## config.mk

```make
export PLATFORM = sky130hd
export DESIGN_NAME = fbg_baud_gen
export DESIGN_NICKNAME = d
export VERILOG_FILES = /design/src/rtl/fbg_pkg.sv /design/src/rtl/fbg_regs.sv /design/src/rtl/fbg_prescale.sv /design/src/rtl/fbg_accum.sv /design/src/rtl/fbg_baud_gen.sv
export SDC_FILE = /design/constraint.sdc
export NUM_CORES = 1
export LEC_CHECK = 0
export ABC_AREA = 1
export BUFFER_PORTS_ARGS = -buffer_cell sky130_fd_sc_hd__buf_2
export CAP_MARGIN = 10
export CORE_AREA = 4 4 157 159
export DETAILED_ROUTE_END_ITERATION = 10
export DIE_AREA = 0 0 161 163
export GPL_ROUTABILITY_DRIVEN = 0
export GPL_TIMING_DRIVEN = 0
export PLACE_DENSITY = 0.48
export RECOVER_POWER = 50
export SKIP_LAST_GASP = 1
export SYNTH_ARGS = -nofsm -noshare
export SYNTH_HDL_FRONTEND = slang
export SYNTH_SLANG_ARGS = --single-unit
export TNS_END_PERCENT = 1
```

## constraint.sdc

```tcl
create_clock -name clk -period 7.25 [get_ports clk]
set_clock_uncertainty 0.1 [all_clocks]
set_input_delay 0.3625 -clock clk [delete_from_list [all_inputs] [get_ports clk]]
set_output_delay 0.3625 -clock clk [all_outputs]
set_load 0.1 [all_outputs]
```

## src/rtl/fbg_pkg.sv

```systemverilog
package fbg_pkg;

  typedef enum logic [1:0] {
    SEL_PRE = 2'd0,
    SEL_NUM = 2'd1,
    SEL_DEN = 2'd2,
    SEL_RSV = 2'd3
  } fbg_sel_e;

  localparam int PRE_W         = 3;
  localparam logic [PRE_W-1:0] PRE_CODE_RESET = 3'd5;
  localparam int NUM_RESET     = 15;
  localparam int DEN_RESET     = 0;

  // Non-monotonic code to divide-ratio map.
  function automatic logic [PRE_W-1:0] pre_ratio(input logic [PRE_W-1:0] code);
    case (code)
      3'd0:    return 3'd6;
      3'd1:    return 3'd5;
      3'd2:    return 3'd4;
      3'd3:    return 3'd3;
      3'd4:    return 3'd2;
      3'd6:    return 3'd7;
      default: return 3'd1;
    endcase
  endfunction

endpackage

```

## src/rtl/fbg_regs.sv

```systemverilog
module fbg_regs
  import fbg_pkg::*;
#(
  parameter int DIV_W = 16
) (
  input  logic             clk,
  input  logic             rst,
  input  logic             wr_en,
  input  fbg_sel_e         wr_sel,
  input  logic [DIV_W-1:0] wr_data,
  output logic [PRE_W-1:0] pre_code,
  output logic [DIV_W-1:0] num_q,
  output logic [DIV_W-1:0] den_q,
  output logic             pend_v,
  output logic             apply,
  output logic             restart
);

  logic [DIV_W-1:0] pend_num;
  logic             pre_wr;

  assign apply   = wr_en && (wr_sel == SEL_DEN) && pend_v;
  assign pre_wr  = wr_en && (wr_sel == SEL_PRE);
  assign restart = apply || pre_wr;

  always_ff @(posedge clk) begin
    if (rst) begin
      pre_code <= PRE_CODE_RESET;
      num_q    <= DIV_W'(NUM_RESET);
      den_q    <= DIV_W'(DEN_RESET);
      pend_num <= '0;
      pend_v   <= 1'b0;
    end else if (wr_en) begin
      // Every write ends the pairing window; only a numerator reopens it.
      pend_v <= (wr_sel == SEL_NUM);
      if (wr_sel == SEL_NUM) pend_num <= wr_data;
      if (pre_wr) pre_code <= wr_data[PRE_W-1:0];
      if (apply) begin
        num_q <= pend_num;
        den_q <= wr_data;
      end
    end
  end

endmodule

```

## src/rtl/fbg_prescale.sv

```systemverilog
module fbg_prescale
  import fbg_pkg::*;
(
  input  logic             clk,
  input  logic             rst,
  input  logic             restart,
  input  logic [PRE_W-1:0] pre_code,
  output logic [PRE_W-1:0] ratio,
  output logic [PRE_W-1:0] cnt,
  output logic             pre_tick
);

  assign ratio    = pre_ratio(pre_code);
  assign pre_tick = (cnt == ratio - 3'd1);

  always_ff @(posedge clk) begin
    if (rst || restart)   cnt <= '0;
    else if (pre_tick)    cnt <= '0;
    else                  cnt <= cnt + 3'd1;
  end

endmodule

```

## src/rtl/fbg_accum.sv

```systemverilog
module fbg_accum #(
  parameter int DIV_W = 16
) (
  input  logic             clk,
  input  logic             rst,
  input  logic             restart,
  input  logic             pre_tick,
  input  logic [DIV_W-1:0] num_q,
  input  logic [DIV_W-1:0] den_q,
  output logic [DIV_W:0]   num1,
  output logic [DIV_W:0]   den1,
  output logic [DIV_W:0]   acc_q,
  output logic             tick
);

  localparam int ACC_W = DIV_W + 1;

  typedef struct packed {
    logic [ACC_W-1:0] acc;
    logic             hit;
  } step_t;

  // One phase step: add the numerator, wrap at the denominator.
  function automatic step_t frac_step(input logic [ACC_W-1:0] acc,
                                      input logic [ACC_W-1:0] n1,
                                      input logic [ACC_W-1:0] d1);
    step_t          r;
    logic [ACC_W:0] sum;
    sum = {1'b0, acc} + {1'b0, n1};
    if (n1 >= d1) begin
      r.acc = '0;
      r.hit = 1'b1;
    end else if (sum >= {1'b0, d1}) begin
      r.acc = ACC_W'(sum - {1'b0, d1});
      r.hit = 1'b1;
    end else begin
      r.acc = ACC_W'(sum);
      r.hit = 1'b0;
    end
    return r;
  endfunction

  step_t nxt;

  assign num1 = {1'b0, num_q} + ACC_W'(1);
  assign den1 = {1'b0, den_q} + ACC_W'(1);
  assign nxt  = frac_step(acc_q, num1, den1);

  always_ff @(posedge clk) begin
    if (rst || restart) begin
      acc_q <= '0;
      tick  <= 1'b0;
    end else if (pre_tick) begin
      acc_q <= nxt.acc;
      tick  <= nxt.hit;
    end else begin
      tick  <= 1'b0;
    end
  end

endmodule

```

## src/rtl/fbg_baud_gen.sv

```systemverilog
module fbg_baud_gen
  import fbg_pkg::*;
#(
  parameter int DIV_W = 16
) (
  input  logic             clk,
  input  logic             rst,
  input  logic             wr_en,
  input  logic [1:0]       wr_sel,
  input  logic [DIV_W-1:0] wr_data,
  output logic             tick
);

  logic [PRE_W-1:0] pre_code;
  logic [PRE_W-1:0] ratio;
  logic [PRE_W-1:0] cnt;
  logic [DIV_W-1:0] num_q;
  logic [DIV_W-1:0] den_q;
  logic [DIV_W:0]   num1;
  logic [DIV_W:0]   den1;
  logic [DIV_W:0]   acc_q;
  logic             pend_v;
  logic             apply;
  logic             restart;
  logic             pre_tick;
  fbg_sel_e         sel_e;

  assign sel_e = fbg_sel_e'(wr_sel);

  fbg_regs #(.DIV_W(DIV_W)) u_regs (
    .clk     (clk),
    .rst     (rst),
    .wr_en   (wr_en),
    .wr_sel  (sel_e),
    .wr_data (wr_data),
    .pre_code(pre_code),
    .num_q   (num_q),
    .den_q   (den_q),
    .pend_v  (pend_v),
    .apply   (apply),
    .restart (restart)
  );

  fbg_prescale u_pre (
    .clk     (clk),
    .rst     (rst),
    .restart (restart),
    .pre_code(pre_code),
    .ratio   (ratio),
    .cnt     (cnt),
    .pre_tick(pre_tick)
  );

  fbg_accum #(.DIV_W(DIV_W)) u_acc (
    .clk     (clk),
    .rst     (rst),
    .restart (restart),
    .pre_tick(pre_tick),
    .num_q   (num_q),
    .den_q   (den_q),
    .num1    (num1),
    .den1    (den1),
    .acc_q   (acc_q),
    .tick    (tick)
  );

endmodule

```

==> impl_metrics.toml, run 1 <==
[run_status]
status = "finished, final reports clean"

[die]
die_h_microns = 163
die_x_microns = 161
start_util_pct = 24.65
ios = 22
die-area_sq_um = 26240
rows = 56
core_sq_um = 23260

[place]
place_area_sq_um = 6238
dpl.hpwl_mm = 13.24
portBuffers = 21

[worst_setup_path]
slowest_stage = "xnor2_1"
critPathKind = "reg -> reg"
cp-end-kind = "register"
path_max_fanout = 10
r2r-end = "u_acc.tick$_SDFF_PP0_"
r2r_slack_ps = 2270
r2r_start = "u_regs.num_q[0]$_SDFFE_PP1P_"
worstRegToRegCells = 30
cp.arrival_ps = 5110
critPathRequiredTime_ps = 7380
cp-start-kind = "register"
max_stage_delay_ps = 430
crit_path_frequent_cell = "nand2_1"

[logic_synthesis]
async_flop_share_pct = 0
synthFlopType = "dfxtp_1"
syn_area_sq_um = 5734
synth-edff-count = 0
synth_area_per_cell_sq_um = 6.622
synth_top_area_share_pct = 25.49
syn_nets = 946
synth_cell_types = 37
synth-seq-area-share_pct = 25.49
synth_area_leader_cell = "dfxtp_1"
synthCells = 866
yosys_warnings = 0
yosys-top-cells-area = "dfxtp_1 (25%), nand2_1 (15%), ha_1 (12%)"
synth-seq-cells = 73

[power]
p_leak_nw = 3.255
vdd_ir_drop_max_uv = 137.1
power_mw = 2.273
power.density_nw_per_um2 = 348.6

[clock_network]
clk_pin_slew_worst_paths_ps = 60
root_buffer = "clkbuf_16"
cts_sinks = 73
cts_max_path_buffers = 2
htreeDepth = 3
cts_made_buffers = 9
cts_hold_buf = 0
cts_tree = "built"
clk_latency_ps = 340
ctsResizeCount = 0
post-cts-setup-buffer-count = 0

[route]
drt_wl_total_mm = 15.80
drc = 0
vias = 5227
drt_iter0_markers = 219
wl_per_cell_microns = 12.94
vias_per_cell = 4.281
antenna_left = 0
first_pass_iters = 5

[cells_and_area]
mostFrequentLayoutCells = "nand2_1 (228), inv_1 (127), dfxtp_1 (73)"
diodes = 0
nets = 978
final_area_sq_um = 6521
final_common_cell = "nand2_1"
area_growth_pct = 13.72
drive_above_1_share_pct = 5.987
final_util_pct = 28.03
fillCellCount = 2694

[hold_path]
holdPathStages = 3
min-delay-start = "wr_data[14]"
hold_end = "u_regs.den_q[14]$_SDFFE_PP0P_"
hold_path.class = "in -> reg"

[sta]
worst_pin_slew_ps = 1178
finalHoldViolations = 0
rsz0062_at_grt = "false"
finalSetupViolCount = 0
fmax_mhz = 200.9
fin_crit_ps = 4977
tns_ps = 0
maxSlewViolCount = 0
max_slew_margin_pct = 21.78
min_period_over_period_pct = 68.65

[run]
cap_viol_max_count = 0

[global_routing]
grt_pass1_wl_mm = 26.19
grt_pass1_vias = 5260
grt_overflow = 0
antenna_found_initial = 0
grt_max_degree = 13
grt_usage_pct = 12.54
[cell usage after synthesis (2+ instances only)]
master    number
ha_1          57
nand3b_1       7
o211ai_1       5
xor2_1        30
nand2_2        3
inv_1        127
nor3_1         9
clkbuf_1      14
nor2_2         2
xnor2_1       23
nand2_1      228
fa_1           2
o21ai_0       56
buf_2          4
nor2_1        57
dfxtp_1       73
o21bai_1       4
a21oi_1       67
nand4_1       26
nor4_1         2
and2_1         3
nand3_1       50
nor3b_2        3
[metrics by stage]
| step | std cells | hold WS [ps] | setup WS [ps] |
|---|---|---|---|
| floorplan | 866 | 323.7 | 3235 |
| global placement | 1206 | 346.3 | 2197 |
| detailed placement | 1206 | 345.1 | 2238 |
| CTS | 1221 | 108.4 | 2207 |
| global route | 1221 | 164.0 | 1746 |
| finish | 1221 | 162.2 | 2273 |
[layer usage]
layer / vias to the layer above / wire (microns) / global-route usage (%)
met1: 2261 / 8101 / 17.42
met5: - / 0 / 0
li1: 2875 / - / -
met3: 20 / 534 / 1.797
met2: 71 / 6853 / 19.90
met4: 0 / 313 / 4.459
[state kept, by name, summed over array words and instances (netlist names)]
name and cells:
u_acc.tick 1, u_acc.acc_q 17, u_regs.pend_num 16, u_regs.pre_code 3
u_regs.num_q 16, u_regs.pend_v 1, u_pre.cnt 3, u_regs.den_q 16
[worst max path at each step]
| stage | from | endpoint | cells after the start |
|---|---|---|---|
| 2_1_floorplan | u_regs.num_q[0]$_SDFFE_PP1P_ | u_acc.tick$_SDFF_PP0_ | 27 |
| 3_5_place_dp | u_regs.num_q[0]$_SDFFE_PP1P_ | u_acc.tick$_SDFF_PP0_ | 30 |
| 6_report | u_regs.num_q[0]$_SDFFE_PP1P_ | u_acc.tick$_SDFF_PP0_ | 30 |
| 3_3_place_gp | u_regs.num_q[0]$_SDFFE_PP1P_ | u_acc.tick$_SDFF_PP0_ | 30 |
| 5_1_grt | u_regs.num_q[1]$_SDFFE_PP1P_ | u_acc.acc_q[5]$_SDFFE_PP0N_ | 30 |
| 4_1_cts | u_regs.num_q[0]$_SDFFE_PP1P_ | u_acc.tick$_SDFF_PP0_ | 30 |
[cell families after synthesis]
group / Yosys count / share of synthesized area (%)
XOR/XNOR: 53 / 8.095
buffers and inverters: 147 / 9.906
AO/OA/AOI/OAI: 135 / 12.33
flip-flops: 73 / 25.49
AND/OR/NAND/NOR: 399 / 31.05
adder cells (fa/ha/maj): 59 / 13.14
[cell type report]
cell class              count  area (sq um)  area share (%)
multi-input cells         646          3705           56.81
flip-flops and latches     73          1461           22.41
inverters                 127         476.7           7.310
well taps                 319         399.1           6.120
clock buffers              10         229.0           3.511
repair buffers             21         101.3           1.554
plain buffers              20         91.34           1.401
clock inverters             5         57.56          0.8826
[where the power goes]
| part | leakage, nW | switching (mW) | total, mW | internal [mW] |
|---|---|---|---|---|
| Sequential | 0.592 | 0.0236 | 0.464 | 0.440 |
| Clock | 0.142 | 0.181 | 0.446 | 0.265 |
| Combinational | 2.52 | 0.870 | 1.36 | 0.493 |
| Total | 3.26 | 1.07 | 2.27 | 1.20 |
[critical path, delay by kind of cell (launching register included)]
kind                     cells  cell delay, ps
AND/OR/NAND/NOR             16            1910
adder cells (fa/ha/maj)      3             970
buffers and inverters        7             540
flip-flops                   1             370
XOR/XNOR                     2             750
AO/OA/AOI/OAI                2             250
Power figures use the tool's default switching activity.
==> inputs of run 2 (changes only) <==
--- a/config.mk
+++ b/config.mk
@@ -13,7 +13,7 @@
 export DIE_AREA = 0 0 161 163
 export GPL_ROUTABILITY_DRIVEN = 0
 export GPL_TIMING_DRIVEN = 0
-export PLACE_DENSITY = 0.48
+export PLACE_DENSITY = 0.49
 export RECOVER_POWER = 50
 export SKIP_LAST_GASP = 1
 export SYNTH_ARGS = -nofsm -noshare
==> constraint.sdc (replaced) <==
create_clock -name clk -period 4.15 [get_ports clk]
set_clock_uncertainty 0.1 [all_clocks]
set_input_delay 0.2075 -clock clk [delete_from_list [all_inputs] [get_ports clk]]
set_output_delay 0.2075 -clock clk [all_outputs]
set_load 0.1 [all_outputs]
==> run 2 against run 1 <==
The run now ends with negative setup slack left. Via count is 6.5% higher. Non-clock buffer count increased by 42. Wire length rose by 7.1%.
==> impl_metrics.toml, run 2 (synthesis gave the netlist of run 1 again) <==
[die]
die_x_microns = 161
start_util_pct = 24.65
ios = 22
core_sq_um = 23260
rows = 56
die_h_microns = 163
die-area_sq_um = 26240

[route]
wl_per_cell_microns = 13.39
vias = 5567
drt_iter0_markers = 270
antenna_left = 0
first_pass_iters = 4
drt_wl_total_mm = 16.93
vias_per_cell = 4.404
drc = 0

[cells_and_area]
seqCellArea_sq_um = 1470
nets = 1020
final_cells = 1264
fillCellCount = 2571
drive_above_1_share_pct = 23.70
area_growth_pct = 35.09
top_register = "u_acc.acc_q"
largest_register_ffs = 17
diodes = 0
final_common_cell = "nand2_1"
mostFrequentLayoutCells = "nand2_1 (186), inv_1 (113), dfxtp_1 (70)"
multi_input_area_sq_um = 4506

[place]
portBuffers = 21
dpl.hpwl_mm = 13.27
dpl.cell_count = 1206

[clock_network]
clk_pin_slew_worst_paths_ps = 70
cts_sinks = 73
clk_latency_ps = 340
cts_tree = "built"
cts_made_buffers = 9
cts_max_path_buffers = 2
root_buffer = "clkbuf_16"
htreeDepth = 3

[sta]
maxSlewViolCount = 0
fin_hold_ws_ps = 17.43
worst_pin_slew_ps = 1182
fin_crit_ps = 4181
worst_slack_ps = -30.90
min_period_over_period_pct = 100.7
rsz0062_at_grt = "true"
fmax_mhz = 239.2
max_slew_margin_pct = 21.54
tns_ps = -71.73
finalHoldViolations = 0
finalSetupViolCount = 7

[worst_setup_path]
critPathRequiredTime_ps = 4290
max_stage_delay_ps = 370
cp-start-kind = "register"
cp.arrival_ps = 4320
cp-end-kind = "register"
r2r_start = "u_regs.num_q[0]$_SDFFE_PP1P_"
r2r_slack_ps = -30
path_max_fanout = 5
slowest_stage = "dfxtp_4"
worstRegToRegCells = 29
crit_path_frequent_cell = "nand2_2"
critPathKind = "reg -> reg"
r2r-end = "u_acc.tick$_SDFF_PP0_"

[run_status]
violations = "negative setup slack"
status = "finished with violations"

[global_routing]
grt_usage_pct = 12.88
grt_pass1_wl_mm = 26.90
antenna_found_initial = 0
grt_overflow = 0
grt_pass1_vias = 5440
grt_max_degree = 14

[power]
p_leak_nw = 3.652
power.density_nw_per_um2 = 717.8
vdd_ir_drop_max_uv = 396.3

[hold_path]
hold_end = "u_regs.den_q[4]$_SDFFE_PP0P_"
min-delay-start = "wr_data[4]"
holdPathStages = 3
hold_path.class = "in -> reg"

[run]
cap_viol_max_count = 0
==> run 2: changes by cell type in the layout (fill, tap and decap cells not counted), moves of 14 or more <==
cell | previous run | this run
nand3_1 | 50 | 31
nand3_2 | 1 | 16
buf_4 | 1 | 35
ha_4 | 0 | 17
inv_1 | 127 | 113
ha_1 | 57 | 40
nand2_1 | 228 | 186
nand2_2 | 3 | 32
==> run 2: critical path, delay by kind of cell (launching register included) <==
family / cells / cell delay (ps)
flip-flops: 1 / 370
adder cells (fa/ha/maj): 3 / 740
XOR/XNOR: 1 / 180
buffers and inverters: 4 / 480
AO/OA/AOI/OAI: 3 / 410
AND/OR/NAND/NOR: 18 / 1800
==> run 2: cell type report <==
type                       count  area share (%)
clock inverter                 6           1.179
inverter                     127           6.186
buffer                        20           1.308
timing repair buffer          63           6.073
tap                          319           5.153
multi-input combinational    646           58.17
clock buffer                  10           2.956
sequential                    73           18.98
==> run 2: per-layer routing <==
| metal | up-vias | wire, microns | track usage, % |
|---|---|---|---|
| li1 | 2957 | - | - |
| met1 | 2530 | 8224 | 16.88 |
| met2 | 61 | 7907 | 21.93 |
| met3 | 19 | 475 | 1.873 |
| met4 | 0 | 319 | 4.033 |
| met5 | - | 0 | 0 |
==> run 2: metrics by stage <==
stage	setup slack, ps	cell area, sq um	utilization, %	total power [mW]
3_3_place_gp	-774.5	6238	26.82	3.213
5_1_grt	-252.7	7746	33.30	5.957
3_5_place_dp	-741.1	6238	26.82	3.211
4_1_cts	-64.64	7335	31.53	5.003
6_report	-30.90	7746	33.30	5.560
2_1_floorplan	134.8	5734	-	2.697
==> run 2: worst max-delay path by stage <==
stage                                 startpoint                           end  slack (ps)  cells after the start
finish              u_regs.num_q[0]$_SDFFE_PP1P_         u_acc.tick$_SDFF_PP0_         -30                     29
global route        u_regs.num_q[0]$_SDFFE_PP1P_  u_acc.acc_q[13]$_SDFFE_PP0N_        -250                     32
CTS                 u_regs.num_q[1]$_SDFFE_PP1P_   u_acc.acc_q[0]$_SDFFE_PP0N_         -60                     31
detailed placement  u_regs.num_q[0]$_SDFFE_PP1P_         u_acc.tick$_SDFF_PP0_        -740                     30
global placement    u_regs.num_q[0]$_SDFFE_PP1P_         u_acc.tick$_SDFF_PP0_        -770                     30
floorplan           u_regs.num_q[0]$_SDFFE_PP1P_         u_acc.tick$_SDFF_PP0_         130                     27
==> run 2: where the power goes <==
part           switching [mW]  internal, mW
sequential             0.0531         0.768
clock                   0.332         0.530
combinational            2.16          1.72
total                    2.54          3.02
==> run 2: timing repair <==
action | CTS | global route
hold buffers | 2 | 0
hold endpoints to repair | 2 | 0
setup buffers | 27 | 11
gates resized for setup | 112 | 73
pin swaps | 47 | 44
cloned | 2 | 0
endpoints found under the setup margin | 18 | 18
==> inputs of run 3 (changes only) <==
--- a/config.mk
+++ b/config.mk
@@ -19,4 +19,3 @@
 export SYNTH_ARGS = -nofsm -noshare
 export SYNTH_HDL_FRONTEND = slang
 export SYNTH_SLANG_ARGS = --single-unit
-export TNS_END_PERCENT = 1
==> run 3 against run 2 <==
The run still ends with negative setup slack left. Non-clock buffer count decreased by 2. Setup slack got worse by 43 ps. Total power increased by 4.2%. Sequential power about the same. Combinational power increased by 5.9%. Fmax decreased by 1.0%. Die area unchanged. Largest power group unchanged.
==> impl_metrics.toml, run 3 (synthesis gave the netlist of run 1 again) <==
[place]
dpl.cell_count = 1206
portBuffers = 21
dpl.hpwl_mm = 13.27
place_ws_ps = -741.1

[sta]
fmax_mhz = 236.7
rsz0062_at_grt = "true"
finalHoldViolations = 0
max_slew_margin_pct = 21.54
fin_crit_ps = 4224
finalSetupViolCount = 18
worst_slack_ps = -74.21
maxSlewViolCount = 0
worst_pin_slew_ps = 1182
min_period_over_period_pct = 101.8

[cells_and_area]
largest_register_ffs = 17
final_cells = 1262
area_growth_pct = 34.72
drive_above_1_share_pct = 23.54
mostFrequentLayoutCells = "nand2_1 (186), inv_1 (112), dfxtp_1 (70)"
final_common_cell = "nand2_1"
final_util_pct = 33.21
diodes = 0
top_register = "u_acc.acc_q"
nets = 1018

[clock_network]
cts_made_buffers = 9
cts_tree = "built"
clk_pin_slew_worst_paths_ps = 60
cts_sinks = 73
cts_max_path_buffers = 2
root_buffer = "clkbuf_16"
htreeDepth = 3
clk_latency_ps = 340

[die]
rows = 56
start_util_pct = 24.65
core_sq_um = 23260
die-area_sq_um = 26240
die_x_microns = 161
die_h_microns = 163
ios = 22

[route]
antenna_left = 0
wl_per_cell_microns = 13.37
vias = 5549
drt_wl_total_mm = 16.87
drt_iter0_markers = 240
first_pass_iters = 4
drc = 0
vias_per_cell = 4.397

[worst_setup_path]
cp-end-kind = "register"
path_max_fanout = 5
critPathKind = "reg -> reg"
slowest_stage = "dfxtp_4"
max_stage_delay_ps = 370
critPathRequiredTime_ps = 4280
cp-start-kind = "register"
cp.arrival_ps = 4360

[global_routing]
grt_max_degree = 14
grt_usage_pct = 12.88
grt_overflow = 0
antenna_found_initial = 0
grt_pass1_vias = 5460
grt_pass1_wl_mm = 26.97

[power]
swShare_pct = 46.34
vdd_ir_drop_max_uv = 456.3
power_frac_clock_pct = 14.9
power_mw = 5.791
p_leak_nw = 3.658
power.density_nw_per_um2 = 749.7
power.switching_mw = 2.684
internal_power_mw = 3.107
combPwrFrac_pct = 70.9
seqPwrFrac_pct = 14.2

[run]
cap_viol_max_count = 0

[run_status]
status = "finished with violations"
violations = "negative setup slack"

[hold_path]
hold_path.class = "in -> reg"
[run 3: layout make-up]
| type | instances | area [sq um] |
|---|---|---|
| Fill cell | 2572 | 15540 |
| Multi-Input combinational cell | 646 | 4491 |
| Sequential cell | 73 | 1470 |
| Inverter | 127 | 479.2 |
| Timing Repair Buffer | 61 | 464.2 |
| Tap cell | 319 | 399.1 |
| Clock buffer | 10 | 229.0 |
| Buffer | 20 | 101.3 |
| Clock inverter | 6 | 91.34 |
[run 3: worst paths after layout]
path	from	endpoint	slack [ps]	cells past startpoint
setup reg to reg	u_regs.num_q[0]$_SDFFE_PP1P_	u_acc.tick$_SDFF_PP0_	-70	27
setup / recovery	u_regs.num_q[0]$_SDFFE_PP1P_	u_acc.tick$_SDFF_PP0_	-70	27
hold / removal	wr_data[5]	u_regs.den_q[5]$_SDFFE_PP0P_	20	3
hold reg to reg	u_regs.pend_num[15]$_SDFFE_PP0P_	u_regs.pend_num[15]$_SDFFE_PP0P_	360	2
[run 3: timing repair]
item                                   in CTS  in global routing
setup endpoints to repair                  18                 18
hold buffers                                2                  0
pin swaps                                  50                 49
endpoints found under the hold margin       2                  0
resized for setup                         126                 61
cloned                                      2                  0
buffers inserted                           27                 10
[run 3: critical path, delay by kind of cell, from the launching register on]
family	cells	cell delay, ps
AO/OA/AOI/OAI	2	300
AND/OR/NAND/NOR	16	1710
adder cells (fa/ha/maj)	2	680
flip-flops	1	370
XOR/XNOR	2	400
buffers and inverters	5	550
[run 3: through the flow]
step                      setup TNS (ps)  hold slack [ps]  cell area (sq um)
after floorplan                        0            176.6               5734
after global placement            -12220            324.1               6238
after detailed placement          -11380            327.5               6238
after CTS                         -783.7            2.784               7391
after global routing               -4334            5.900               7725
final                             -650.0            18.26               7725
[run 3: layer usage]
metal  vias up  wire, microns  track usage, %
met3        15            479           1.848
met1      2519           8150           16.92
li1       2956              -               -
met5         -              0               0
met4         0            235           3.955
met2        59           8006           21.95
[run 3: power by group through the flow]
stage / sequential (mW) / clock (mW) / combinational, mW
floorplan: 0.839 / 0 / 1.86
global placement: 0.825 / 0 / 2.39
detailed placement: 0.825 / 0 / 2.39
CTS: 0.818 / 0.883 / 3.49
global route: 0.828 / 0.917 / 4.46
finish: 0.820 / 0.863 / 4.11
